### src/rtl/fst_pkg.sv
package fst_pkg;
    typedef enum logic [1:0] {
        TGT_CHAR  = 2'd0,
        TGT_FLASH = 2'd1,
        TGT_GLYPH = 2'd2,
        TGT_CTRL  = 2'd3
    } wr_tgt_e;

    typedef enum logic [1:0] {
        PAT_OFF    = 2'd0,
        PAT_CHECK  = 2'd1,
        PAT_INVERT = 2'd2
    } pat_mode_e;
endpackage

### src/rtl/fst_timer.sv
module fst_timer
    import fst_pkg::*;
#(
    parameter int TOTAL_CLKS  = 262144,
    parameter int ROM_SPAN    = 640,
    parameter int PAT_CLKS    = 65536,
    parameter int RESTORE_LEN = 18,
    localparam int CW = $clog2(TOTAL_CLKS)
) (
    input  logic      clk,
    input  logic      rst_n,
    input  logic      start_i,
    output logic      busy_o,
    output logic      rom_phase_o,
    output pat_mode_e pat_mode_o,
    output logic      rest_go_o
);
    localparam int PAT_START  = TOTAL_CLKS - 2 * PAT_CLKS - RESTORE_LEN;
    localparam int REST_START = TOTAL_CLKS - RESTORE_LEN;
    localparam logic [CW-1:0] LAST_C = CW'(TOTAL_CLKS - 1);
    localparam logic [CW-1:0] ROM_C  = CW'(ROM_SPAN);
    localparam logic [CW-1:0] CHK_C  = CW'(PAT_START);
    localparam logic [CW-1:0] INV_C  = CW'(PAT_START + PAT_CLKS);
    localparam logic [CW-1:0] REST_C = CW'(REST_START);
    localparam logic [CW-1:0] GO_C   = CW'(REST_START - 1);

    typedef struct packed {
        logic          busy;
        logic [CW-1:0] cnt;
    } tmr_t;

    tmr_t s_d, s_q;

    always_comb begin
        s_d = s_q;
        if (!s_q.busy) begin
            if (start_i) begin
                s_d.busy = 1'b1;
                s_d.cnt  = '0;
            end
        end else if (s_q.cnt == LAST_C) begin
            s_d.busy = 1'b0;
            s_d.cnt  = '0;
        end else begin
            s_d.cnt = s_q.cnt + 1'b1;
        end
    end

    always_ff @(posedge clk or negedge rst_n) begin
        if (!rst_n) s_q <= '0;
        else        s_q <= s_d;
    end

    always_comb begin
        busy_o      = s_q.busy;
        rom_phase_o = s_q.busy && (s_q.cnt < ROM_C);
        rest_go_o   = s_q.busy && (s_q.cnt == GO_C);
        pat_mode_o  = PAT_OFF;
        if (s_q.busy && s_q.cnt >= CHK_C && s_q.cnt < INV_C)
            pat_mode_o = PAT_CHECK;
        else if (s_q.busy && s_q.cnt >= INV_C && s_q.cnt < REST_C)
            pat_mode_o = PAT_INVERT;
    end

    AST_BUSY_STEP: assert property (@(posedge clk) disable iff (!rst_n)
        s_q.busy && s_q.cnt != LAST_C |=> s_q.busy && s_q.cnt == CW'($past(s_q.cnt) + 1'b1));
    AST_BUSY_END: assert property (@(posedge clk) disable iff (!rst_n)
        s_q.busy && s_q.cnt == LAST_C |=> !s_q.busy);
    AST_START_IGNORED: assert property (@(posedge clk) disable iff (!rst_n)
        s_q.busy && start_i && s_q.cnt != LAST_C |=> s_q.cnt != '0);
endmodule

### src/rtl/fst_rom_scan.sv
module fst_rom_scan #(
    parameter int ROM_CHARS = 128,
    parameter int ROM_COLS  = 5,
    parameter int DATA_W    = 8,
    parameter logic [DATA_W-1:0] EXP_SUM = '0,
    localparam int CHW  = $clog2(ROM_CHARS),
    localparam int COLW = $clog2(ROM_COLS)
) (
    input  logic              clk,
    input  logic              rst_n,
    input  logic              busy_i,
    input  logic              rom_phase_i,
    input  logic [DATA_W-1:0] rom_data_i,
    output logic              rom_rd_o,
    output logic [CHW-1:0]    rom_char_o,
    output logic [COLW-1:0]   rom_col_o,
    output logic              pass_o
);
    localparam logic [COLW-1:0] COL_LAST = COLW'(ROM_COLS - 1);

    typedef struct packed {
        logic [CHW-1:0]    chr;
        logic [COLW-1:0]   col;
        logic              valid;
        logic [DATA_W-1:0] sum;
    } scan_t;

    scan_t s_d, s_q;

    always_comb begin
        s_d       = s_q;
        s_d.valid = rom_phase_i;
        if (rom_phase_i) begin
            if (s_q.col == COL_LAST) begin
                s_d.col = '0;
                s_d.chr = s_q.chr + 1'b1;
            end else begin
                s_d.col = s_q.col + 1'b1;
            end
        end else begin
            s_d.chr = '0;
            s_d.col = '0;
        end
        if (!busy_i)      s_d.sum = '0;
        else if (s_q.valid) s_d.sum = s_q.sum + rom_data_i;
    end

    always_ff @(posedge clk or negedge rst_n) begin
        if (!rst_n) s_q <= '0;
        else        s_q <= s_d;
    end

    assign rom_rd_o   = rom_phase_i;
    assign rom_char_o = s_q.chr;
    assign rom_col_o  = s_q.col;
    assign pass_o     = (s_q.sum == EXP_SUM);

    AST_ROM_IN_BUSY: assert property (@(posedge clk) disable iff (!rst_n)
        rom_rd_o |-> busy_i);
    AST_COL_RANGE: assert property (@(posedge clk) disable iff (!rst_n)
        rom_rd_o |-> s_q.col <= COL_LAST);
    AST_SCAN_START: assert property (@(posedge clk) disable iff (!rst_n)
        $rose(rom_rd_o) |-> s_q.chr == '0 && s_q.col == '0);
endmodule

### src/rtl/fst_pattern.sv
module fst_pattern
    import fst_pkg::*;
#(
    parameter int SCAN_W = 3
) (
    input  pat_mode_e         mode_i,
    input  logic [SCAN_W-1:0] scan_row_i,
    input  logic [SCAN_W-1:0] scan_col_i,
    output logic              pat_en_o,
    output logic              pat_pixel_o
);
    logic [SCAN_W:0] pos_sum;
    logic            even;

    always_comb begin
        pos_sum     = {1'b0, scan_row_i} + {1'b0, scan_col_i};
        even        = ((pos_sum % (SCAN_W+1)'(2)) == '0);
        pat_en_o    = (mode_i != PAT_OFF);
        pat_pixel_o = 1'b0;
        if (mode_i == PAT_CHECK)       pat_pixel_o = even;
        else if (mode_i == PAT_INVERT) pat_pixel_o = !even;
    end
endmodule

### src/rtl/fst_restore.sv
module fst_restore
    import fst_pkg::*;
#(
    parameter int DIGITS     = 8,
    parameter int DATA_W     = 8,
    parameter int GLYPH_W    = 4,
    parameter logic [DATA_W-1:0] BLANK = 8'h20,
    parameter int RESULT_BIT = 5,
    localparam int DAW = $clog2(DIGITS)
) (
    input  logic              clk,
    input  logic              rst_n,
    input  logic              go_i,
    input  logic              pass_i,
    output logic              wr_en_o,
    output wr_tgt_e           wr_tgt_o,
    output logic [DAW-1:0]    wr_addr_o,
    output logic [DATA_W-1:0] wr_data_o
);
    localparam logic [DAW-1:0] SLOT_LAST = DAW'(DIGITS - 1);

    typedef struct packed {
        logic           active;
        wr_tgt_e        tgt;
        logic [DAW-1:0] slot;
    } rst_seq_t;

    rst_seq_t s_d, s_q;

    always_comb begin
        s_d = s_q;
        if (go_i) begin
            s_d.active = 1'b1;
            s_d.tgt    = TGT_CHAR;
            s_d.slot   = '0;
        end else if (s_q.active) begin
            case (s_q.tgt)
                TGT_CHAR, TGT_FLASH: begin
                    if (s_q.slot == SLOT_LAST) begin
                        s_d.slot = '0;
                        s_d.tgt  = (s_q.tgt == TGT_CHAR) ? TGT_FLASH : TGT_GLYPH;
                    end else begin
                        s_d.slot = s_q.slot + 1'b1;
                    end
                end
                TGT_GLYPH: s_d.tgt = TGT_CTRL;
                default: begin
                    s_d.active = 1'b0;
                    s_d.tgt    = TGT_CHAR;
                end
            endcase
        end
    end

    always_ff @(posedge clk or negedge rst_n) begin
        if (!rst_n) s_q <= '0;
        else        s_q <= s_d;
    end

    always_comb begin
        wr_en_o   = s_q.active;
        wr_tgt_o  = s_q.tgt;
        wr_addr_o = '0;
        wr_data_o = '0;
        case (s_q.tgt)
            TGT_CHAR: begin
                wr_addr_o = s_q.slot;
                wr_data_o = BLANK;
            end
            TGT_FLASH: wr_addr_o = s_q.slot;
            TGT_GLYPH: wr_data_o = DATA_W'({GLYPH_W{1'b1}});
            default:   wr_data_o[RESULT_BIT] = pass_i;
        endcase
    end

    AST_CTRL_LAST: assert property (@(posedge clk) disable iff (!rst_n)
        s_q.active && s_q.tgt == TGT_CTRL |=> !s_q.active);
    AST_GO_IDLE: assert property (@(posedge clk) disable iff (!rst_n)
        go_i |-> !s_q.active);
endmodule

### src/rtl/fst_selftest.sv
module fst_selftest
    import fst_pkg::*;
#(
    parameter int TOTAL_CLKS = 262144,
    parameter int PAT_CLKS   = 65536,
    parameter int ROM_CHARS  = 128,
    parameter int ROM_COLS   = 5,
    parameter int DIGITS     = 8,
    parameter int SCAN_W     = 3,
    parameter int GLYPH_W    = 4,
    parameter logic [7:0] BLANK   = 8'h20,
    parameter logic [7:0] EXP_SUM = 8'h00,
    localparam int CHW  = $clog2(ROM_CHARS),
    localparam int COLW = $clog2(ROM_COLS),
    localparam int DAW  = $clog2(DIGITS)
) (
    input  logic              clk,
    input  logic              rst_n,
    input  logic              start_i,
    output logic              busy_o,
    output logic              rom_rd_o,
    output logic [CHW-1:0]    rom_char_o,
    output logic [COLW-1:0]   rom_col_o,
    input  logic [7:0]        rom_data_i,
    input  logic [SCAN_W-1:0] scan_row_i,
    input  logic [SCAN_W-1:0] scan_col_i,
    output logic              pat_en_o,
    output logic              pat_pixel_o,
    output logic              wr_en_o,
    output logic [1:0]        wr_tgt_o,
    output logic [DAW-1:0]    wr_addr_o,
    output logic [7:0]        wr_data_o
);
    localparam int ROM_SPAN    = ROM_CHARS * ROM_COLS;
    localparam int RESTORE_LEN = 2 * DIGITS + 2;

    logic      rom_phase;
    logic      rest_go;
    logic      pass;
    pat_mode_e pat_mode;
    wr_tgt_e   tgt;

    fst_timer #(
        .TOTAL_CLKS (TOTAL_CLKS),
        .ROM_SPAN   (ROM_SPAN),
        .PAT_CLKS   (PAT_CLKS),
        .RESTORE_LEN(RESTORE_LEN)
    ) u_timer (
        .clk        (clk),
        .rst_n      (rst_n),
        .start_i    (start_i),
        .busy_o     (busy_o),
        .rom_phase_o(rom_phase),
        .pat_mode_o (pat_mode),
        .rest_go_o  (rest_go)
    );

    fst_rom_scan #(
        .ROM_CHARS(ROM_CHARS),
        .ROM_COLS (ROM_COLS),
        .DATA_W   (8),
        .EXP_SUM  (EXP_SUM)
    ) u_scan (
        .clk        (clk),
        .rst_n      (rst_n),
        .busy_i     (busy_o),
        .rom_phase_i(rom_phase),
        .rom_data_i (rom_data_i),
        .rom_rd_o   (rom_rd_o),
        .rom_char_o (rom_char_o),
        .rom_col_o  (rom_col_o),
        .pass_o     (pass)
    );

    fst_pattern #(
        .SCAN_W(SCAN_W)
    ) u_pattern (
        .mode_i     (pat_mode),
        .scan_row_i (scan_row_i),
        .scan_col_i (scan_col_i),
        .pat_en_o   (pat_en_o),
        .pat_pixel_o(pat_pixel_o)
    );

    fst_restore #(
        .DIGITS    (DIGITS),
        .DATA_W    (8),
        .GLYPH_W   (GLYPH_W),
        .BLANK     (BLANK),
        .RESULT_BIT(5)
    ) u_restore (
        .clk      (clk),
        .rst_n    (rst_n),
        .go_i     (rest_go),
        .pass_i   (pass),
        .wr_en_o  (wr_en_o),
        .wr_tgt_o (tgt),
        .wr_addr_o(wr_addr_o),
        .wr_data_o(wr_data_o)
    );

    assign wr_tgt_o = tgt;

    AST_WR_IN_BUSY: assert property (@(posedge clk) disable iff (!rst_n)
        wr_en_o |-> busy_o);
    AST_NO_OVERLAP: assert property (@(posedge clk) disable iff (!rst_n)
        !(wr_en_o && (pat_en_o || rom_rd_o)));
    AST_PIX_GATED: assert property (@(posedge clk) disable iff (!rst_n)
        !pat_en_o |-> !pat_pixel_o);
    AST_IDLE_QUIET: assert property (@(posedge clk) disable iff (!rst_n)
        !busy_o |-> !wr_en_o && !pat_en_o && !rom_rd_o);
endmodule

### config.mk
export PLATFORM = sky130hd
export DESIGN_NAME = fst_selftest
export DESIGN_NICKNAME = d
export VERILOG_FILES = /design/src/rtl/fst_pkg.sv /design/src/rtl/fst_timer.sv /design/src/rtl/fst_rom_scan.sv /design/src/rtl/fst_pattern.sv /design/src/rtl/fst_restore.sv /design/src/rtl/fst_selftest.sv
export SDC_FILE = /design/constraint.sdc
export NUM_CORES = 1
export LEC_CHECK = 0
export BUFFER_PORTS_ARGS = -buffer_cell sky130_fd_sc_hd__buf_2
export CAP_MARGIN = 10
export CORE_UTILIZATION = 25
export DETAILED_ROUTE_END_ITERATION = 7
export PLACE_DENSITY = 0.39
export SETUP_SLACK_MARGIN = 0.2
export SYNTH_ARGS = -nofsm -noshare
export SYNTH_HDL_FRONTEND = slang
export SYNTH_HIERARCHICAL = 1
export SYNTH_SLANG_ARGS = --single-unit
### constraint.sdc
create_clock -name clk -period 2.8 [get_ports clk]
set_input_delay 0.7 -clock clk [delete_from_list [all_inputs] [get_ports clk]]
set_output_delay 0.7 -clock clk [all_outputs]
set_load 0.01 [all_outputs]
==> qor.txt, run 1 <==
reported leakage power = 1.630 nW
fmax = 0.3449 GHz
Area Growth Syn to Fin = 20.94%
Num CTS Buffers = 5
Initial Utilization = 25.89%
top cell type's share of synthesized area = 36.93%
Max-slew headroom = 63.46%
Max rail drop VDD = 271.4 uV
fraction of layout cells with a size suffix above 1 = 25.67%
Antenna Nets Post-Route = 0
Slew @ Worst Pin = 0.5481 ns
Mapped Area = 2982 sq um
placed cell count = 500
clk root buf = clkbuf_16
Fillers = 1219
Die H = 111.2 um
dominant cell type by area after synthesis = dfrtp_1
crit path capture = pat_pixel_o
Crit. End Element = output pin
number of antenna diodes = 0
crit path launch type = register
Worst Hold Class = input pin to asynchronous set/reset pin
Setup violations, final = 1
clock skew = 0.007172 ns
post-synthesis average cell area = 9.146 sq um
Pwr Density = 670.5 nW/um^2
Non-Filler Instances = 517
Hold WS = 0.3182 ns
Iter 0 DRT Violations = 129
gr ovfl total = 0
clk_lat worst skew = 0.29 ns
synth cell count leaders = dfrtp_1, nand2_1, o21ai_0
gr usage total = 12.21%
Placement Rows = 39
Seq cells post-synth = 44
status = finished with violations
crit path from = u_timer/s_q[14]
Sink Count = 44
Vias/cell = 4.836
most common cell in the synthesized netlist = dfrtp_1
Critical Path RT = 2.10 ns
critical path arrival = 2.20 ns
Die W = 111.2 um
HPWL after DPL = 5203 um
number of flops mapped to enable cells by yosys = 0
synth warn = 6
WL per Instance = 13.93 um
PortBufs = 37
RSZ-0062 raised after global routing = yes
Clk pin slew, worst setup/hold paths = 0.07 ns
largest net degree at the start of global routing = 32
I/O Pins = 45
first-pass GRT wire length = 12090 um
final period utilization = 103.6%
drt drc = 13
Critical Path Fanout Max = 5
drt first pass iters = 8
TritonCTS clock tree = done
post-cts hold buffer count = 0
power consumption = 2.418 mW
DIE AREA = 12370 sq um
ys flop type = dfrtp_1
Routed WL = 7202 um
Pins Over Slew Limit = 0
Bufs on Longest Clock Path = 2
Fin. Hold Viols = 0
critical path type = register to output pin
Placer Congestion = 0.7628
core box area = 11520 sq um
Reg-to-Reg End = u_restore/wr_tgt_o[1]
final setup margin = -0.09967 ns
Post-DP Area = 3341 sq um
register area share after synthesis = 36.93%
total number of vias = 2500
failing checks = design-rule violations, negative setup slack
H-tree depth = 2
# Max-Cap Violations = 0
Worst Reg2Reg Path Length in Cells = 8
R2R Path Start = u_timer/busy_o
Design Area, Final = 3606 sq um
R2R Setup Slk = 0.81 ns
Synth cell types = 59
vias in the first global route = 2347
initial antenna violation count = 0
minimum clock period after layout = 2.900 ns
Async SR Flop Fraction = 100.0%
Synth area leaders = dfrtp_1, ha_1, buf_4
Layout Nets = 409
Post-Synthesis Cells = 326
-- metrics by stage --
| stage | utilization, % | worst slack [ns] | TNS (ns) |
|---|---|---|---|
| 6_report | 31.31 | -0.09967 | -0.09967 |
| 5_1_grt | 31.31 | -0.2021 | -0.2021 |
| 4_1_cts | 30.89 | -0.1461 | -0.1461 |
| 3_5_place_dp | 29.01 | 0.1100 | 0 |
| 3_3_place_gp | 29.01 | 0.1334 | 0 |
| 2_1_floorplan | - | 0.2284 | 0 |
-- flip-flops by register name, summed over array words and instances, names as in the netlist --
name / cells
u_scan/s_q: 9
u_timer/busy_o: 1
u_timer/s_q: 18
u_restore/wr_en_o: 1
u_restore/wr_tgt_o: 2
u_scan/rom_col_o: 3
u_restore/s_q: 3
u_scan/rom_char_o: 7
-- routing by layer --
metal | global-route usage [%] | part of all wire [%]
met5 | 0 | 0
met4 | 4.054 | 1.3
met3 | 2.515 | 3.9
met2 | 18.92 | 45
met1 | 16.87 | 49
-- where the power goes --
part,internal (mW),switching (mW),total (mW)
Clock,0.425,0.273,0.698
Combinational,0.398,0.435,0.832
Sequential,0.766,0.122,0.888
-- area by class of cell --
class	instances	area (sq um)	area share (%)
clock buffer	5	125.1	3.470
inverter	9	33.78	0.9368
multi-input combinational	243	1682	46.63
timing repair buffer	70	439.2	12.18
sequential	44	1101	30.53
clock inverter	3	46.29	1.284
tap	143	178.9	4.962
-- layout by cell type, fill, tap and decap left out, drive strengths merged, types with 3 or more instances in the layout --
master,count
nor4,4
nand2,32
nand3,11
nor3,6
or3,4
o21ai,23
inv,10
o211ai,10
buf,70
ha,18
and2,10
a21oi,14
clkbuf,5
nand4b,6
nor2,11
mux2i,10
dfrtp,44
nor2b,11
nand3b,3
xnor2,8
nand4,12
and3,6
or4,7
a21o,3
conb,3
-- worst max-delay path, cell delays in order, from the launching register on --
cell and delay [ns]:
dfrtp_1 0.35, and4_4 0.26, nand4_4 0.11, or4b_4 0.50
a21oi_2 0.14, or2b_1 0.25, mux2i_2 0.14, buf_2 0.15
-- worst min path at each step --
stage | end | slack (ns) | cells past startpoint
floorplan | u_restore/s_q[0] | 0.40 | 0
finish | u_timer/s_q[17] | 0.32 | 1
global route | u_scan/rom_col_o[0] | 0.34 | 1
detailed placement | u_scan/rom_col_o[0] | 0.49 | 1
global placement | u_scan/rom_col_o[0] | 0.49 | 1
CTS | u_scan/rom_col_o[0] | 0.33 | 1
-- logic make-up (layout without fill, tap and decap cells) --
logic type      after synthesis  count (layout)  share of synthesized area, %
simple gates                134             134                         26.10
compound gates               67              67                         14.39
flops                        44              44                         36.93
buf+inv                      41              87                         7.847
fa+ha+maj                    19              19                         8.225
mux                          11              11                         3.735
xor+xnor                      9               9                         2.644
other cells                   1               3                        0.1258
-- what timing repair did --
item / CTS / global route
pin swaps: 3 / 4
gates resized for setup: 8 / 1
buffers inserted: 3 / 6
endpoints found under the setup margin: 2 / 2
(Power assumes the default switching activity.)
==> run 2, diff against run 1 <==
--- a/config.mk
+++ b/config.mk
@@ -9,7 +9,6 @@
 export CAP_MARGIN = 10
 export CORE_UTILIZATION = 25
 export DETAILED_ROUTE_END_ITERATION = 7
-export PLACE_DENSITY = 0.39
 export SETUP_SLACK_MARGIN = 0.2
 export SYNTH_ARGS = -nofsm -noshare
 export SYNTH_HDL_FRONTEND = slang
==> run 2 against run 1 <==
  * The flow still finishes with violations (design-rule violations, negative setup slack)
  * Critical path type unchanged
  * Final cell count decreased by 0.97%
  * Hold slack improved by 0.0023 ns
  * Routed wire length down 6.1%
  * Clock power up 7.3%
  * Worst setup slack got worse by 0.018 ns
  * Critical endpoint unchanged
==> qor.txt, run 2 (synthesis results as in run 1) <==
Bufs on Longest Clock Path = 2 (unchanged)
power consumption = 2.462 mW (was 2.418 mW)
final setup margin = -0.1176 ns (was -0.09967 ns)
final period utilization = 104.2% (was 103.6%)
Placement Rows = 39 (unchanged)
clock skew = 0.006485 ns (was 0.007172 ns)
clk root buf = clkbuf_16 (unchanged)
cell family with most CP delay = simple AND/OR/NAND/NOR gates (unchanged)
CP Cell Sequence = and4_4 -> nand4_4 -> or4b_4 -> a21oi_4 -> or2b_1 -> mux2i_2 -> buf_2 (was and4_4 -> nand4_4 -> or4b_4 -> a21oi_2 -> or2b_1 -> mux2i_2 -> buf_2)
largest reg by FF count = u_timer/s_q (unchanged)
critical path arrival = 2.22 ns (was 2.20 ns)
crit-path max cell delay = 0.52 ns (was 0.50 ns)
Critical Path Fanout Max = 5 (unchanged)
WL per Instance = 13.21 um (was 13.93 um)
max reg flops = 18 (unchanged)
crit path from = u_timer/s_q[14] (unchanged)
Slew @ Worst Pin = 0.5818 ns (was 0.5481 ns)
I/O Pins = 45 (unchanged)
Pins Over Slew Limit = 0 (unchanged)
Hold WS = 0.3205 ns (was 0.3182 ns)
failing checks = design-rule violations, negative setup slack (unchanged)
R2R Path Start = u_scan/s_q[0] (was u_timer/busy_o)
# Max-Cap Violations = 0 (unchanged)
Iter 0 DRT Violations = 118 (was 129)
post-cts hold buffer count = 0 (unchanged)
Sink Count = 44 (unchanged)
Max rail drop VDD = 342.0 uV (was 271.4 uV)
HPWL after DPL = 4984 um (was 5203 um)
Placer Congestion = 0.8489 (was 0.7628)
slowest CP cell = or4b_4 (unchanged)
Layout Nets = 405 (was 409)
Pwr Density = 685.3 nW/um^2 (was 670.5 nW/um^2)
reported leakage power = 1.620 nW (was 1.630 nW)
Num CTS Buffers = 5 (unchanged)
drt drc = 13 (unchanged)
Initial Utilization = 25.89% (unchanged)
area of the multi-input gates = 1680 sq um (was 1682 sq um)
commonest non-fill, non-tap cell in the layout = dfrtp_1 (unchanged)
largest net degree at the start of global routing = 30 (was 32)
Critical Path RT = 2.10 ns (about the same)
Worst Hold Class = input pin to asynchronous set/reset pin (unchanged)
Die H = 111.2 um (unchanged)
Antenna Nets Post-Route = 0 (unchanged)
crit path launch type = register (unchanged)
PortBufs = 37 (unchanged)
status = finished with violations (unchanged)
fraction of layout cells with a size suffix above 1 = 23.85% (was 25.67%)
Fin. Hold Viols = 0 (unchanged)
number of antenna diodes = 0 (unchanged)
Clk pin slew, worst setup/hold paths = 0.06 ns (was 0.07 ns)
gr ovfl total = 0 (unchanged)
total number of vias = 2549 (was 2500)
drt first pass iters = 6 (was 8)
gr usage total = 11.47% (was 12.21%)
Register Area = 1101 sq um (unchanged)
Design Area, Final = 3592 sq um (was 3606 sq um)
RSZ-0062 raised after global routing = yes (unchanged)
Post-DP Area = 3333 sq um (was 3341 sq um)
H-tree depth = 2 (unchanged)
Max-slew headroom = 61.07% (was 63.46%)
DIE AREA = 12370 sq um (unchanged)
Vias/cell = 4.979 (was 4.836)
minimum clock period after layout = 2.918 ns (was 2.900 ns)
vias in the first global route = 2446 (was 2347)
critical path type = register to output pin (unchanged)
core box area = 11520 sq um (unchanged)
Crit. End Element = output pin (unchanged)
Setup violations, final = 1 (unchanged)
fmax = 0.3428 GHz (was 0.3449 GHz)
most frequent cells in the layout = dfrtp_1, buf_2, nand2_1, buf_4, o21ai_0 (was dfrtp_1, buf_2, buf_4, nand2_1, o21ai_0)
Buf/Inv on CP = 1 (unchanged)
Die W = 111.2 um (unchanged)
Area Growth Syn to Fin = 20.48% (was 20.94%)
clk_lat worst skew = 0.29 ns (about the same)
TritonCTS clock tree = done (unchanged)
setup_tns = -0.1176 ns (was -0.09967 ns)
Routed WL = 6766 um (was 7202 um)
Fillers = 1214 (was 1219)
first-pass GRT wire length = 11590 um (was 12090 um)
initial antenna violation count = 0 (unchanged)
## run 2: worst paths after layout
| kind | slack, ns | cells past startpoint | endpoint |
|---|---|---|---|
| setup / recovery | -0.12 | 7 | pat_pixel_o |
| hold / removal | 0.32 | 1 | u_scan/rom_char_o[5] |
| hold reg to reg | 0.49 | 1 | u_scan/rom_col_o[0] |
| min in group clk | 0.49 | 1 | u_scan/rom_col_o[0] |
| max in group asynchronous | 1.73 | 2 | u_timer/s_q[11] |
| setup reg to reg | 0.81 | 7 | u_scan/s_q[6] |
## run 2: area by class of cell
type,count,share of cell area [%]
Multi-Input combinational cell,243,46.78
Clock buffer,5,3.483
Clock inverter,2,1.672
Timing Repair Buffer,66,11.49
Tap cell,143,4.981
Inverter,9,0.9404
Sequential cell,44,30.65
## run 2: where the power goes
group	switching (mW)	internal (mW)
Clock	0.242	0.506
Combinational	0.440	0.392
Sequential	0.114	0.767
Total	0.797	1.66
## run 2: routing by layer
| metal | GRT usage (%) | routed length (um) | vias to the layer above |
|---|---|---|---|
| li1 | - | - | 1252 |
| met1 | 14.77 | 3215 | 1224 |
| met2 | 19.17 | 3183 | 64 |
| met3 | 2.570 | 288 | 9 |
| met4 | 3.243 | 78 | 0 |
| met5 | 0 | 0 | - |
## run 2: stage by stage
stage	setup WS (ns)	instances	util, %
global placement	0.1384	499	28.94
floorplan	0.2284	328	-
finish	-0.1176	512	31.19
global route	-0.2163	512	31.19
CTS	-0.1320	511	31.10
detailed placement	0.1303	499	28.94
## run 2: timing repair
| action | CTS | global route |
|---|---|---|
| gates resized for setup | 6 | 3 |
| setup buffers | 5 | 1 |
| pin swaps | 3 | 0 |
| endpoints found under the hold margin | 0 | 0 |
| setup endpoints to repair | 2 | 2 |
==> run 3, diff against run 2 <==
--- a/config.mk
+++ b/config.mk
@@ -7,6 +7,7 @@
 export LEC_CHECK = 0
 export BUFFER_PORTS_ARGS = -buffer_cell sky130_fd_sc_hd__buf_2
 export CAP_MARGIN = 10
+export CORE_ASPECT_RATIO = 0.5
 export CORE_UTILIZATION = 25
 export DETAILED_ROUTE_END_ITERATION = 7
 export SETUP_SLACK_MARGIN = 0.2
==> constraint.sdc (replaced) <==
create_clock -name clk -period 2.8 [get_ports clk]
set_input_delay 0.28 -clock clk [delete_from_list [all_inputs] [get_ports clk]]
set_output_delay 0.28 -clock clk [all_outputs]
set_load 0.01 [all_outputs]
==> run 3 against run 2 <==
  * Worst setup slack gained 0.40 ns
  * The run ends with negative hold slack left
  * Global-route usage grew 0.38 points
  * Critical path type unchanged
  * Critical path depth is the same
  * Die area grew 0.21%
==> qor.txt, run 3 (synthesis results as in run 1) <==
Critical Path RT = 2.52 ns (was 2.10 ns)
Num CTS Buffers = 5 (unchanged)
critical path type = register to output pin (unchanged)
fraction of layout cells with a size suffix above 1 = 23.33% (was 23.85%)
Area Growth Syn to Fin = 17.92% (was 20.48%)
Vias/cell = 4.790 (was 4.979)
Setup violations, final = 0 (was 1)
drt first pass iters = 6 (unchanged)
Iter 0 DRT Violations = 182 (was 118)
TritonCTS clock tree = done (unchanged)
largest reg by FF count = u_timer/s_q (unchanged)
drt drc = 0 (was 13)
largest net degree at the start of global routing = 29 (was 30)
final period utilization = 89.93% (was 104.2%)
RSZ-0062 raised after global routing = yes (unchanged)
Pins Over Slew Limit = 0 (unchanged)
most frequent cells in the layout = dfrtp_1, buf_2, nand2_1, o21ai_0, buf_4 (was dfrtp_1, buf_2, nand2_1, buf_4, o21ai_0)
total number of vias = 2486 (was 2549)
Non-Filler Instances = 519 (was 512)
placed cell count = 500 (was 499)
clk_lat worst skew = 0.29 ns (about the same)
# Max-Cap Violations = 0 (unchanged)
Max rail drop VDD = 249.5 uV (was 342.0 uV)
Placement Rows = 27 (was 39)
area of the multi-input gates = 1677 sq um (was 1680 sq um)
Layout Nets = 395 (was 405)
WL per Instance = 12.94 um (was 13.21 um)
HPWL after DPL = 4718 um (was 4984 um)
Pwr Density = 670.6 nW/um^2 (was 685.3 nW/um^2)
Crit. End Element = output pin (unchanged)
final core occ = 31.16% (was 31.19%)
Fillers = 1204 (was 1214)
power consumption = 2.358 mW (was 2.462 mW)
Slew @ Worst Pin = 0.5567 ns (was 0.5818 ns)
clock skew = 0.006458 ns (was 0.006485 ns)
max reg flops = 18 (unchanged)
Seq pwr share = 38.8% (was 35.8%)
critical path arrival = 2.24 ns (was 2.22 ns)
Switching Share = 33.81% (was 32.37%)
Placer Congestion = 0.8219 (was 0.8489)
crit path launch type = register (unchanged)
fmax = 0.3971 GHz (was 0.3428 GHz)
Sink Count = 44 (unchanged)
status = finished with violations (unchanged)
Die H = 79.22 um (was 111.2 um)
setup_tns = 0 ns (was -0.1176 ns)
minimum clock period after layout = 2.518 ns (was 2.918 ns)
reported leakage power = 1.551 nW (was 1.620 nW)
Die W = 156.4 um (was 111.2 um)
failing checks = negative hold slack (was design-rule violations, negative setup slack)
gr ovfl total = 0 (unchanged)
Hold WS = -0.01778 ns (was 0.3205 ns)
sw power = 0.7971 mW (was 0.7968 mW)
H-tree depth = 2 (unchanged)
Combinational Power Share = 32.2% (was 33.8%)
Critical Path Fanout Max = 4 (was 5)
initial antenna violation count = 0 (unchanged)
Antenna Nets Post-Route = 0 (unchanged)
I/O Pins = 45 (unchanged)
commonest non-fill, non-tap cell in the layout = dfrtp_1 (unchanged)
first-pass GRT wire length = 11700 um (was 11590 um)
Max-slew headroom = 62.49% (was 61.07%)
post-cts hold buffer count = 0 (unchanged)
Initial Utilization = 26.42% (was 25.89%)
number of antenna diodes = 0 (unchanged)
internal power = 1.561 mW (was 1.665 mW)
Fin. Hold Viols = 22 (was 0)
clock network power share = 28.9% (was 30.4%)
gr usage total = 11.85% (was 11.47%)
clk root buf = clkbuf_16 (unchanged)
Register Area = 1107 sq um (was 1101 sq um)
Worst Hold Class = input pin to asynchronous set/reset pin (unchanged)
Bufs on Longest Clock Path = 2 (unchanged)
PortBufs = 37 (unchanged)
core box area = 11280 sq um (was 11520 sq um)
Routed WL = 6716 um (was 6766 um)
Clk pin slew, worst setup/hold paths = 0.07 ns (was 0.06 ns)
vias in the first global route = 2420 (was 2446)
DIE AREA = 12390 sq um (was 12370 sq um)
[run 3: repair_timing]
action                                  CTS  global route
setup buffers                             8             3
resized for setup                        10             1
hold endpoints to repair                  0             0
cloned                                    0             0
pin swaps                                 4             4
endpoints found under the setup margin    1             1
[run 3: critical path: stages (launching register included)]
cell and delay, ns:
dfrtp_1 0.39, and3_4 0.23, nand4_4 0.11, or4b_4 0.55, a21oi_4 0.15, or2b_1 0.24
mux2i_1 0.13, buf_2 0.15
[run 3: path summary, 6_finish.rpt]
| check | from | to | slack (ns) | cells past startpoint |
|---|---|---|---|---|
| max reg2reg | u_timer/s_q[0] | u_timer/s_q[7] | 0.60 | 6 |
| max | u_timer/s_q[8] | pat_pixel_o | 0.28 | 7 |
| max in group asynchronous | rst_n | u_scan/s_q[5] | 2.21 | 2 |
| min | rst_n | u_timer/s_q[0] | -0.02 | 1 |
| min reg2reg | u_scan/rom_col_o[0] | u_scan/rom_col_o[0] | 0.50 | 1 |
| min in group clk | start_i | u_timer/s_q[1] | 0.32 | 3 |
[run 3: power by group through the flow]
stage	logic [mW]	clock network, mW	registers (mW)
after global routing	0.876	0.730	0.941
after floorplan	0.601	0	0.869
final	0.760	0.682	0.916
after global placement	0.654	0	0.947
after detailed placement	0.670	0	0.948
after CTS	0.714	0.702	0.929
[run 3: metal layers]
| layer | GRT usage (%) | vias up | share of wire [%] |
|---|---|---|---|
| met1 | 16.11 | 1179 | 50 |
| li1 | - | 1236 | - |
| met2 | 18.93 | 60 | 45 |
| met5 | 0 | - | 0 |
| met4 | 3.922 | 0 | 1.1 |
| met3 | 2.183 | 11 | 4.3 |
[run 3: area by class of cell]
| type | instances | area share, % |
|---|---|---|
| multi-input cells | 243 | 47.69 |
| flip-flops and latches | 44 | 31.49 |
| repair buffers | 56 | 9.324 |
| well taps | 159 | 5.658 |
| clock buffers | 5 | 3.559 |
| clock inverters | 3 | 1.317 |
| inverters | 9 | 0.9609 |
[run 3: per-stage QoR]
stage,setup slack [ns],area (sq um)
2_1_floorplan,0.5737,2989
3_3_place_gp,0.3338,3233
3_5_place_dp,0.3256,3233
4_1_cts,0.2047,3492
5_1_grt,0.1663,3516
6_report,0.2819,3516
